[config.mk]
export PLATFORM = sky130hd
export DESIGN_NAME = sio_cfg_regfile
export DESIGN_NICKNAME = d
export VERILOG_FILES = /design/src/rtl/sio_cfg_pkg.sv /design/src/rtl/sio_unlock_fsm.sv /design/src/rtl/sio_dev_bank.sv /design/src/rtl/sio_cfg_regfile.sv
export SDC_FILE = /design/constraint.sdc
export NUM_CORES = 1
export LEC_CHECK = 0
export CAP_MARGIN = 20
export CORE_ASPECT_RATIO = 0.75
export CORE_MARGIN = 10
export CORE_UTILIZATION = 45
export CTS_CLUSTER_DIAMETER = 120
export DETAILED_ROUTE_END_ITERATION = 8
export DONT_BUFFER_PORTS = 1
export PLACE_DENSITY = 0.63
export SLEW_MARGIN = 0
export SYNTH_ARGS = -nofsm -noshare
export SYNTH_HDL_FRONTEND = slang
export SYNTH_HIERARCHICAL = 1
export SYNTH_SLANG_ARGS = --single-unit
[constraint.sdc]
create_clock -name clk -period 3.6 [get_ports clk]
set_input_delay 0.72 -clock clk [delete_from_list [all_inputs] [get_ports clk]]
set_output_delay 0.72 -clock clk [all_outputs]
set_load 0.02 [all_outputs]
[src/rtl/sio_cfg_pkg.sv]
package sio_cfg_pkg;
  typedef enum logic [1:0] {
    ST_LOCKED = 2'd0,
    ST_KEY1   = 2'd1,
    ST_OPEN   = 2'd2
  } lock_st_e;

  localparam logic [7:0] KEY_ENTER = 8'h55;
  localparam logic [7:0] KEY_EXIT  = 8'hAA;

  localparam logic [7:0] IDX_SEL   = 8'h07;
  localparam logic [7:0] IDX_ID    = 8'h20;
  localparam logic [7:0] IDX_REV   = 8'h21;
  localparam logic [7:0] IDX_PWR   = 8'h22;
  localparam logic [7:0] IDX_ACT   = 8'h30;
  localparam logic [7:0] IDX_PB_HI = 8'h60;
  localparam logic [7:0] IDX_PB_LO = 8'h61;
  localparam logic [7:0] IDX_SB_HI = 8'h62;
  localparam logic [7:0] IDX_SB_LO = 8'h63;
  localparam logic [7:0] IDX_PIRQ  = 8'h70;
  localparam logic [7:0] IDX_SIRQ  = 8'h72;
  localparam logic [7:0] IDX_PIN0  = 8'hC0;

  localparam logic [7:0] LOCKED_RD = 8'hFF;
endpackage

[src/rtl/sio_unlock_fsm.sv]
module sio_unlock_fsm
  import sio_cfg_pkg::*;
(
  input  logic       clk,
  input  logic       rst_n,
  input  logic       key_wr,
  input  logic [7:0] key_byte,
  output logic       open,
  output logic       idx_load
);
  lock_st_e st_q;

  always_ff @(posedge clk) begin
    if (!rst_n) begin
      st_q <= ST_LOCKED;
    end else if (key_wr) begin
      case (st_q)
        ST_LOCKED: st_q <= (key_byte == KEY_ENTER) ? ST_KEY1 : ST_LOCKED;
        ST_KEY1:   st_q <= (key_byte == KEY_ENTER) ? ST_OPEN : ST_LOCKED;
        ST_OPEN:   st_q <= (key_byte == KEY_EXIT)  ? ST_LOCKED : ST_OPEN;
        default:   st_q <= ST_LOCKED;
      endcase
    end
  end

  assign open     = (st_q == ST_OPEN);
  assign idx_load = open && key_wr && (key_byte != KEY_EXIT);

  AST_OPEN_NEEDS_KEY: assert property (@(posedge clk) disable iff (!rst_n)
    (st_q == ST_OPEN && $past(st_q) != ST_OPEN) |->
      ($past(st_q) == ST_KEY1 && $past(key_wr) && $past(key_byte) == KEY_ENTER));
  AST_EXIT_LOCKS: assert property (@(posedge clk) disable iff (!rst_n)
    (st_q == ST_OPEN && key_wr && key_byte == KEY_EXIT) |=> st_q == ST_LOCKED);
endmodule

[src/rtl/sio_dev_bank.sv]
module sio_dev_bank
  import sio_cfg_pkg::*;
#(
  parameter bit HAS_PINS = 1'b0,
  parameter int PIN_REGS = 8,
  parameter int IRQ_W    = 4
) (
  input  logic             clk,
  input  logic             rst_n,
  input  logic             wr_en,
  input  logic [7:0]       idx,
  input  logic [7:0]       wdata,
  output logic [7:0]       rdata,
  output logic             active,
  output logic [15:0]      pri_base,
  output logic [15:0]      sec_base,
  output logic [IRQ_W-1:0] pri_irq,
  output logic [IRQ_W-1:0] sec_irq
);
  localparam int PIN_AW = (PIN_REGS > 1) ? $clog2(PIN_REGS) : 1;

  logic [7:0] pin_rd;

  always_ff @(posedge clk) begin
    if (!rst_n) begin
      active   <= 1'b0;
      pri_base <= '0;
      sec_base <= '0;
      pri_irq  <= '0;
      sec_irq  <= '0;
    end else if (wr_en) begin
      case (idx)
        IDX_ACT:   active         <= wdata[0];
        IDX_PB_HI: pri_base[15:8] <= wdata;
        IDX_PB_LO: pri_base[7:0]  <= wdata;
        IDX_SB_HI: sec_base[15:8] <= wdata;
        IDX_SB_LO: sec_base[7:0]  <= wdata;
        IDX_PIRQ:  pri_irq        <= wdata[IRQ_W-1:0];
        IDX_SIRQ:  sec_irq        <= wdata[IRQ_W-1:0];
        default:   ;
      endcase
    end
  end

  generate
    if (HAS_PINS) begin : g_pins
      logic [7:0] pin_q [PIN_REGS];
      logic       pin_hit;
      logic [7:0] pin_off;
      assign pin_off = idx - IDX_PIN0;
      assign pin_hit = (idx >= IDX_PIN0) && (pin_off < 8'(PIN_REGS));
      always_ff @(posedge clk) begin
        if (!rst_n) begin
          for (int k = 0; k < PIN_REGS; k++) pin_q[k] <= '0;
        end else if (wr_en && pin_hit) begin
          pin_q[pin_off[PIN_AW-1:0]] <= wdata;
        end
      end
      assign pin_rd = pin_hit ? pin_q[pin_off[PIN_AW-1:0]] : 8'h00;
    end else begin : g_no_pins
      assign pin_rd = 8'h00;
    end
  endgenerate

  always_comb begin
    case (idx)
      IDX_ACT:   rdata = {7'b0, active};
      IDX_PB_HI: rdata = pri_base[15:8];
      IDX_PB_LO: rdata = pri_base[7:0];
      IDX_SB_HI: rdata = sec_base[15:8];
      IDX_SB_LO: rdata = sec_base[7:0];
      IDX_PIRQ:  rdata = 8'(pri_irq);
      IDX_SIRQ:  rdata = 8'(sec_irq);
      default:   rdata = pin_rd;
    endcase
  end

  AST_BANK_HOLD: assert property (@(posedge clk) disable iff (!rst_n)
    !wr_en |=> $stable({active, pri_base, sec_base, pri_irq, sec_irq}));
endmodule

[src/rtl/sio_cfg_regfile.sv]
module sio_cfg_regfile
  import sio_cfg_pkg::*;
#(
  parameter logic [15:0] CFG_PORT = 16'h03F0,
  parameter int          N_DEV    = 9,
  parameter int          PIN_DEV  = 8,
  parameter int          PIN_REGS = 8,
  parameter int          IRQ_W    = 4,
  parameter logic [7:0]  DEV_ID   = 8'h02,
  parameter logic [7:0]  DEV_REV  = 8'h01
) (
  input  logic                   clk,
  input  logic                   rst_n,
  input  logic [15:0]            bus_addr,
  input  logic                   bus_wr,
  input  logic                   bus_rd,
  input  logic [7:0]             bus_wdata,
  output logic [7:0]             bus_rdata,
  output logic                   cfg_open,
  output logic [7:0]             pwr_en,
  output logic [N_DEV-1:0]       dev_active,
  output logic [16*N_DEV-1:0]    dev_pri_base,
  output logic [16*N_DEV-1:0]    dev_sec_base,
  output logic [IRQ_W*N_DEV-1:0] dev_pri_irq,
  output logic [IRQ_W*N_DEV-1:0] dev_sec_irq
);
  localparam logic [15:0] DATA_PORT = CFG_PORT + 16'd1;
  localparam int          SEL_W     = (N_DEV > 1) ? $clog2(N_DEV) : 1;

  logic       cfg_hit, data_hit, idx_load, sel_ok, data_wr;
  logic [7:0] idx_q, sel_q, pwr_q, rd_val;
  logic [7:0] bank_rd [N_DEV];

  assign cfg_hit  = (bus_addr == CFG_PORT);
  assign data_hit = (bus_addr == DATA_PORT);
  assign sel_ok   = (sel_q < 8'(N_DEV));
  assign data_wr  = bus_wr && data_hit && cfg_open;

  sio_unlock_fsm u_lock (
    .clk      (clk),
    .rst_n    (rst_n),
    .key_wr   (bus_wr && cfg_hit),
    .key_byte (bus_wdata),
    .open     (cfg_open),
    .idx_load (idx_load)
  );

  always_ff @(posedge clk) begin
    if (!rst_n) begin
      idx_q <= '0;
      sel_q <= '0;
      pwr_q <= '0;
    end else begin
      if (idx_load) idx_q <= bus_wdata;
      if (data_wr && idx_q == IDX_SEL) sel_q <= bus_wdata;
      if (data_wr && idx_q == IDX_PWR) pwr_q <= bus_wdata;
    end
  end

  generate
    for (genvar d = 0; d < N_DEV; d++) begin : g_dev
      logic bank_we;
      assign bank_we = data_wr && sel_ok && (sel_q[SEL_W-1:0] == SEL_W'(d));
      sio_dev_bank #(
        .HAS_PINS (d == PIN_DEV),
        .PIN_REGS (PIN_REGS),
        .IRQ_W    (IRQ_W)
      ) u_bank (
        .clk      (clk),
        .rst_n    (rst_n),
        .wr_en    (bank_we),
        .idx      (idx_q),
        .wdata    (bus_wdata),
        .rdata    (bank_rd[d]),
        .active   (dev_active[d]),
        .pri_base (dev_pri_base[16*d +: 16]),
        .sec_base (dev_sec_base[16*d +: 16]),
        .pri_irq  (dev_pri_irq[IRQ_W*d +: IRQ_W]),
        .sec_irq  (dev_sec_irq[IRQ_W*d +: IRQ_W])
      );
    end
  endgenerate

  always_comb begin
    rd_val = LOCKED_RD;
    if (cfg_hit && cfg_open) begin
      rd_val = idx_q;
    end else if (data_hit && cfg_open) begin
      case (idx_q)
        IDX_SEL: rd_val = sel_q;
        IDX_ID:  rd_val = DEV_ID;
        IDX_REV: rd_val = DEV_REV;
        IDX_PWR: rd_val = pwr_q;
        default: rd_val = sel_ok ? bank_rd[sel_q[SEL_W-1:0]] : 8'h00;
      endcase
    end
  end

  always_ff @(posedge clk) begin
    if (!rst_n)      bus_rdata <= LOCKED_RD;
    else if (bus_rd) bus_rdata <= rd_val;
  end

  assign pwr_en = pwr_q;

  AST_LOCKED_READS_FF: assert property (@(posedge clk) disable iff (!rst_n)
    (bus_rd && data_hit && !cfg_open) |=> bus_rdata == LOCKED_RD);
  AST_ID_FIXED: assert property (@(posedge clk) disable iff (!rst_n)
    (bus_rd && data_hit && cfg_open && idx_q == IDX_ID) |=> bus_rdata == DEV_ID);
  AST_OOR_SEL_ZERO: assert property (@(posedge clk) disable iff (!rst_n)
    (bus_rd && data_hit && cfg_open && !sel_ok && idx_q == IDX_ACT) |=> bus_rdata == 8'h00);
  AST_SEL_STABLE_LOCKED: assert property (@(posedge clk) disable iff (!rst_n)
    !cfg_open |=> $stable(sel_q));
endmodule

Yosys cells after proc, flatten, opt, wreduce, memory -nomap -nowiden
Memory sizes are Yosys's and may differ from the RTL's.
Index checks and enable logic that the tools add are counted.

word-level totals
  bits in registers = 403
  RAM bits = 64
  output and inout port bits = 386
  memories kept = 1

memories
  memory                        words  width  rd ports  clocked after memory_dff  wr ports  line                RTL
  g_dev[8].u_bank.g_pins.pin_q  8      8      1         0                         8         sio_dev_bank.sv:47  logic [7:0] pin_q [PIN_REGS];

cells by class
  $add $sub $neg = 1
  $lt $le $gt $ge = 4
  equal/unequal tests = 26
  muxes and demuxes = 28
  bitwise gates (word level) = 1
  reductions and logical operators = 87

operators by type and width
  cell                    count
  $pmux W8 S7             9
  $reduce_and A2 Y1       63
  $eq A8 B7 Y1 const B    7
  $mux W8                 7
  $bmux W8 S4             1
  $eq A16 B10 Y1 const B  2
  $eq A8 B6 Y1 const B    4
  $pmux W8 S4             1
  $logic_and A1 B1 Y1     21
  $eq A4 B3 Y1 const B    4
  $lt A8 B4 Y1 const B    2
  $eq A4 B2 Y1 const B    2
  $eq A8 B3 Y1 const B    1
  $eq A8 B8 Y1 const B    1
  $ge A8 B8 Y1 const B    1
  $ne A8 B8 Y1 const B    1
  $reduce_or A8 Y1        1
  $sub A8 B8 Y8 const B   1
  $mux W1                 6
  $pmux W2 S3             1
  $ge A5 B5 Y1 const B    1
  $not A4 Y5              1
  $eq A4 B1 Y1 const B    1
  $eq A4 B4 Y1 const B    1
  other kinds (6)         7

Longest topological paths before layout
Gate-level depths: netlist of run 1.

  depth in word-level cells = 12
  depth in mapped cells = 11
  depth with buffers taken out = 9

By module
The synthesis of run 1 kept the hierarchy.

modules (own cells, without submodules)
  module                              times used  cells an instance  area an instance (um^2)  seq. area each (um^2)
  sio_dev_bank (g_dev[0].u_bank ...)  6           188                2,039.5                  820.8
  sio_dev_bank (g_dev[8].u_bank)      1           378                5,018.6                  2,742.6
  sio_cfg_regfile                     1           242                2,242.2                  640.6
  sio_dev_bank (g_dev[7].u_bank)      1           202                2,080.7                  820.8
  sio_dev_bank (g_dev[6].u_bank)      1           202                2,079.5                  820.8
  sio_unlock_fsm                      1           17                 158.9                    40.0

Worst setup path after synthesis of run 1
No wires, ideal clock.

  kind = reg2reg
  start = register idx_q[0]
  end = register bus_rdata[6]
  library setup time = 0.146 ns
  data arrival time = 3.403 ns
  data required time = 3.454 ns
  slack = 0.051 ns
  stages on the path, launching flop included = 8
  buffers on the path = 1
  cell sequence = dfxtp_1 buf_2 mux4_2 nor2b_1 mux4_2 o31ai_1 a2111o_1 a31oi_1

RTL lines
  element                 line                    RTL
  from (decl)             sio_cfg_regfile.sv:31   logic [7:0] idx_q, sel_q, pwr_q, rd_val;
  from (signal assigned)  sio_cfg_regfile.sv:54   if (idx_load) idx_q <= bus_wdata;
  to (signal assigned)    sio_cfg_regfile.sv:101  else if (bus_rd) bus_rdata <= rd_val;
  to (decl)               sio_cfg_regfile.sv:18   output logic [7:0] bus_rdata,

==> results of run 1 <==
## registers in the layout (all words and copies together) (netlist names), 9 cells and up
signal,cells
g_dev.u_bank/active,9
g_dev.u_bank/g_pins.pin_q,64
g_dev.u_bank/pri_base,144
g_dev.u_bank/pri_irq,36
g_dev.u_bank/sec_base,144
g_dev.u_bank/sec_irq,36
## power groups by stage
stage	combinational [mW]	sequential, mW	clock (mW)
6_report	0.115	5.33	5.41
5_1_grt	0.120	5.32	5.72
4_1_cts	0.114	5.32	5.50
3_5_place_dp	0.113	5.44	0
3_3_place_gp	0.111	5.44	0
2_1_floorplan	0.156	5.43	0
## metrics by stage
| step | utilization | instance area (sq um) |
|---|---|---|
| 6_report | 0.514 | 26700 |
| 5_1_grt | 0.514 | 26700 |
| 3_5_place_dp | 0.481 | 25000 |
| 4_1_cts | 0.514 | 26700 |
| 2_1_floorplan | - | 23800 |
| 3_3_place_gp | 0.481 | 25000 |
## metal layers
metal	vias to the layer above	GRT usage
li1	7885	-
met1	8704	0.334
met2	788	0.374
met3	95	0.0996
met4	0	0.0545
met5	-	0
## final timing paths
path / slack, ps / endpoint
max: 150 / bus_rdata[0]
min: 280 / g_dev[3].u_bank/sec_irq[0]
max reg2reg: 150 / bus_rdata[0]
min reg2reg: 550 / sel_q[5]
## final cells by class
class	instances	share of cell area
clock inverter	23	0.0100
antenna	1	0.0000936
clock buffer	69	0.0541
tap	703	0.0329
sequential	467	0.374
timing repair buffer	104	0.0330
multi-input combinational	1534	0.490
inverter	36	0.00506
## kinds of logic (layout without fill, tap and decap cells)
| kind of cell | count (synthesis) | count (layout) | synth area share |
|---|---|---|---|
| other cells | 0 | 1 | 0 |
| flops | 467 | 467 | 0.419 |
| compound gates | 137 | 137 | 0.0424 |
| mux | 533 | 533 | 0.266 |
| buf+inv | 168 | 232 | 0.0317 |
| simple gates | 864 | 864 | 0.241 |
## layout by cell type (no fill, tap or decap), types with 18 or more instances in the layout
master	n
o22ai_1	32
mux2_2	18
edfxtp_1	64
mux4_2	78
inv_1	35
clkbuf_16	52
a22oi_1	18
nand2_1	145
and2_1	73
nand3_1	31
mux2i_1	437
nor2_1	31
nor2b_1	385
buf_4	96
dfxtp_1	394
==> metrics.cfg, run 1 <==
[outcome]
status=completed

[logic_synthesis]
synth_nets=2197
synth-seq-cells=467
ys_warn_count=6
synth_ff_type=dfxtp_1
synth_top_area_share=0.339
async_reset_ff_frac=0
yosysTopAreaCell=dfxtp_1
syn_inst=2169
synth_area_leaders=dfxtp_1 (34%), mux2i_1 (18%), nor2b_1 (10%)
ys_seq_area_frac=0.419
synth_area_sq_um=23800
synth_commonest_cells=mux2i_1 (437), dfxtp_1 (403), nor2b_1 (385)
synth.distinct_cells=88
avgSynthCellArea_sq_um=11.0
synth_edf_count=64
synth.most_common_cell=mux2i_1

[finish]
fillers=4605
finalNonFillerCells=2937
register_area_sq_um=10000
drive_gt1_frac=0.172
multi_input_area_sq_um=13100
area_delta_synth_final_pct=12.2
fin_nets=2221

[sta]
max_slew_margin=0.471
setup_violations=0
finalClockSkew_ps=13.7
fin_hold_ws_ps=280
final.setup.tns_ps=0
fmax_mhz=290
worst_slack_ps=150
worst_pin_slew_ps=794
period_share=0.958
rsz0062_at_grt=no
report.final.slew_viol_count=0
min_period_ps=3450
hold_viol=0

[global_route]
grt_max_degree=440
antenna_found_initial=1
track_usage=0.250
grt_pass1_wl_microns=120000
overflow=0
grt_pass1_vias=17100

[route]
drtIter0Drc=1653
wl_met3_microns=9630
routed.top_layer=met4
first_pass_iters=6
viasPerCell=5.95
met2_length_microns=35700
drt-total-wl_microns=81900
wl_per_cell_microns=27.9
ant_nets=0
wl_met1_microns=35300
drc=0
vias=17500

[min_path]
hold_class=in -> reg
hp-start=bus_wdata[0]
min_path_cells=2

[die]
pin_count=414
die_area_sq_um=62600
core_area_sq_um=52000
initial_utilization=0.458
dieWidth_microns=286
rows=72
die_h_microns=219

[clocking]
cts_buffer_depth=3
post_cts_buffers=0
clk_latency_ps=610
cts_resized=0
cts_root_buf=clkbuf_16
clk_pin_slew_ps=70
cts_tree=built
clock_sinks=467
htreeDepth=2
cts-buffers-inserted=50
hold_buffers=0

[power]
switching_share=0.215
vdd_drop_max_mv=0.432
power.share.sequential=0.491
internal_power_mw=8.52
powerDensity_nw_per_um2=406
power_leakage_nw=9.88
clock_power_share=0.499
p_switching_mw=2.34
power_mw=10.9
power_frac_comb=0.011

[place]
dp_cells=2844
dp_hpwl_microns=55900
dp_slack_ps=-104
portBuffers=0
gp_congestion=0.875

[setup_path]
reg2reg_from=idx_q[6]
critical_path.max_stage_delay_ps=810
cp.depth=7
crit_chain=or4b_4, or3_1, o221ai_1, mux4_2, o22ai_1, a211o_1, a21oi_1
cp-start-kind=register
crit_buf_inv=0
crit_required_ps=4140
path_delay_family=compound AO/OA/AOI/OAI gates
arrival_ps=3990
worstRegToRegCells=7
critical_path.startpoint=idx_q[6]
crit_path_max_fanout=24
crit_path_end_kind=register
crit_type=reg -> reg
critical-path-slowest-cell=dfxtp_2

[job]
max-cap-violations=0

No activity file was read; power rests on OpenSTA's default activity.
==> run 2: changes to the inputs <==
--- a/config.mk
+++ b/config.mk
@@ -8,12 +8,12 @@
 export CAP_MARGIN = 20
 export CORE_ASPECT_RATIO = 0.75
 export CORE_MARGIN = 10
-export CORE_UTILIZATION = 45
+export CORE_UTILIZATION = 58
 export CTS_CLUSTER_DIAMETER = 120
 export DETAILED_ROUTE_END_ITERATION = 8
 export DONT_BUFFER_PORTS = 1
-export PLACE_DENSITY = 0.63
-export SLEW_MARGIN = 0
+export PLACE_DENSITY = 0.77
+export SLEW_MARGIN = 20
 export SYNTH_ARGS = -nofsm -noshare
 export SYNTH_HDL_FRONTEND = slang
 export SYNTH_HIERARCHICAL = 1
==> run 2 against run 1 <==
- fmax up 5.2%
- sequential share of layout area grew 0.55 points
- via count is 0.50% higher
- sequential power barely moved
- worst setup slack better by 170 ps
- clock power decreased by 2%
- wire length is 6.0% lower
- count of clock-buffer cells in the layout down 10
- critical path type unchanged
- highest routed layer unchanged
==> metrics.cfg, run 2 (same netlist as run 1, synthesis figures left out) <==
[clocking]
cts-buffers-inserted=46  ; was 50
clk_latency_ps=580  ; was 610 ps
clk_pin_slew_ps=70  ; about the same
cts_tree=built  ; unchanged
cts_resized=0  ; unchanged
clock_sinks=467  ; unchanged
cts_root_buf=clkbuf_16  ; unchanged
htreeDepth=2  ; unchanged
hold_buffers=0  ; unchanged
cts_buffer_depth=3  ; unchanged
post_cts_buffers=0  ; unchanged

[route]
ant_nets=0  ; unchanged
wl_per_cell_microns=28.1  ; was 27.9 microns
drtIter0Drc=1739  ; was 1653
drt-total-wl_microns=77000  ; was 81900 microns
first_pass_iters=8  ; was 6
drc=0  ; unchanged
viasPerCell=6.41  ; was 5.95
vias=17600  ; was 17500

[die]
die_h_microns=195  ; was 219 microns
initial_utilization=0.585  ; was 0.458
rows=64  ; was 72
dieWidth_microns=254  ; was 286 microns
pin_count=414  ; unchanged
die_area_sq_um=49700  ; was 62600 sq um
core_area_sq_um=40700  ; was 52000 sq um

[global_route]
antenna_found_initial=0  ; was 1
grt_pass1_wl_microns=114000  ; was 120000 microns
grt_max_degree=440  ; unchanged
grt_pass1_vias=17300  ; was 17100
track_usage=0.297  ; was 0.250
overflow=0  ; unchanged

[power]
clock_power_share=0.492  ; was 0.499
switching_share=0.208  ; was 0.215
internal_power_mw=8.48  ; was 8.52 mW
powerDensity_nw_per_um2=407  ; was 406 nW/um^2
power.share.sequential=0.497  ; was 0.491
power_frac_comb=0.011  ; about the same
power_leakage_nw=9.79  ; was 9.88 nW
vdd_drop_max_mv=0.405  ; was 0.432 mV
p_switching_mw=2.23  ; was 2.34 mW

[setup_path]
cp-start-kind=register  ; unchanged
crit_required_ps=4070  ; was 4140 ps
path_delay_family=simple AND/OR/NAND/NOR gates  ; was compound AO/OA/AOI/OAI gates
critical_path.max_stage_delay_ps=560  ; was 810 ps
critical-path-slowest-cell=or4_4  ; was dfxtp_2
crit_path_end_kind=register  ; unchanged
arrival_ps=3750  ; was 3990 ps
crit_chain=or4_4, or3_4, or3b_4, nor2_1, nor4b_1, buf_4, nor3b_1, buf_4, mux2i_1, nor2b_1  ; was or4b_4, or3_1, o221ai_1, mux4_2, o22ai_1, a211o_1, a21oi_1
crit_type=reg -> reg  ; unchanged
crit_path_max_fanout=8  ; was 24
path_common_cell=buf_4
crit_buf_inv=2  ; was 0

[sta]
max_slew_margin=0.487  ; was 0.471
rsz0062_at_grt=no  ; unchanged
report.final.slew_viol_count=0  ; unchanged
hold_viol=0  ; unchanged
finalClockSkew_ps=21.8  ; was 13.7 ps
setup_violations=0  ; unchanged
fmax_mhz=305  ; was 290 MHz
worst_pin_slew_ps=770  ; was 794 ps
period_share=0.911  ; was 0.958
min_period_ps=3280  ; was 3450 ps

[finish]
fin_nets=2203  ; was 2221
fin_area_sq_um=26300  ; was 26700 sq um
drive_gt1_frac=0.169  ; was 0.172
antennaDiodeCount=0  ; was 1
layout_commonest_cell=mux2i_1  ; unchanged
mostFrequentLayoutCells=mux2i_1 (437), dfxtp_1 (394), nor2b_1 (385)  ; unchanged
finalNonFillerCells=2741  ; was 2937
area_delta_synth_final_pct=10.6  ; was 12.2%
utilization=0.648  ; was 0.514
largestRegisters=g_dev.u_bank/pri_base: 144 flops, g_dev.u_bank/sec_base: 144 flops, g_dev.u_bank/g_pins.pin_q: 64 flops  ; unchanged

[place]
dp_cells=2655  ; was 2844
gp_congestion=0.890  ; was 0.875
post_dp_cell_area_sq_um=24700  ; was 25000 sq um
dp_hpwl_microns=52000  ; was 55900 microns
portBuffers=0  ; unchanged

[min_path]
hold_class=in -> reg  ; unchanged

[job]
max-cap-violations=0  ; unchanged

[outcome]
status=completed  ; unchanged

## run 2: cell types whose count changed in the layout (fill, tap and decap cells not counted), moves of 3 or more
cell	before	now
buf_4	96	83
clkbuf_1	9	1
clkbuf_16	52	48
clkinv_1	4	1
clkinv_2	7	10
inv_6	1	5
## run 2: worst paths after layout
kind / startpoint / endpoint / slack, ps / depth (start not counted)
setup / recovery: sel_q[7] / g_dev[5].u_bank/pri_base[15] / 320 / 10
hold / removal: bus_wdata[4] / g_dev[6].u_bank/pri_base[12] / 320 / 2
setup reg to reg: sel_q[7] / g_dev[5].u_bank/pri_base[15] / 320 / 10
hold reg to reg: sel_q[4] / sel_q[4] / 550 / 2
## run 2: metrics by stage
step                setup WS [ps]  total power [mW]  hold slack [ps]  TNS (ps)
floorplan                    51.4              5.59              507         0
global placement             91.0              5.55              528         0
detailed placement         -0.705              5.55              534    -0.705
CTS                           352              10.7              293         0
global route                  127              11.0              303         0
finish                        320              10.7              320         0
## run 2: per-layer routing
layer	share of wire	wire, microns	global-route usage
met1	0.40	31000	0.384
met3	0.13	9760	0.115
met2	0.45	34500	0.458
met4	0.022	1700	0.0744
met5	0	0	0
## run 2: layout make-up
class / instances / area, sq um
clock buffers: 59 / 1340
clock inverters: 27 / 324
fillers: 3122 / 14300
inverters: 36 / 135
multi-input cells: 1534 / 13100
flip-flops and latches: 467 / 10000
well taps: 528 / 661
repair buffers: 90 / 763
## run 2: worst reg2reg max path, cell delays in order (launching register included)
cell and delay, ps:
dfxtp_1 330, or4_4 560, or3_4 410, or3b_4 450
nor2_1 290, nor4b_1 270, buf_4 170, nor3b_1 190
buf_4 220, mux2i_1 220, nor2b_1 70
## run 2: power groups by stage
stage	registers (mW)	logic [mW]	clock network, mW
6_report	5.32	0.119	5.28
5_1_grt	5.32	0.122	5.53
4_1_cts	5.32	0.117	5.31
3_5_place_dp	5.44	0.116	0
3_3_place_gp	5.44	0.113	0
2_1_floorplan	5.43	0.156	0
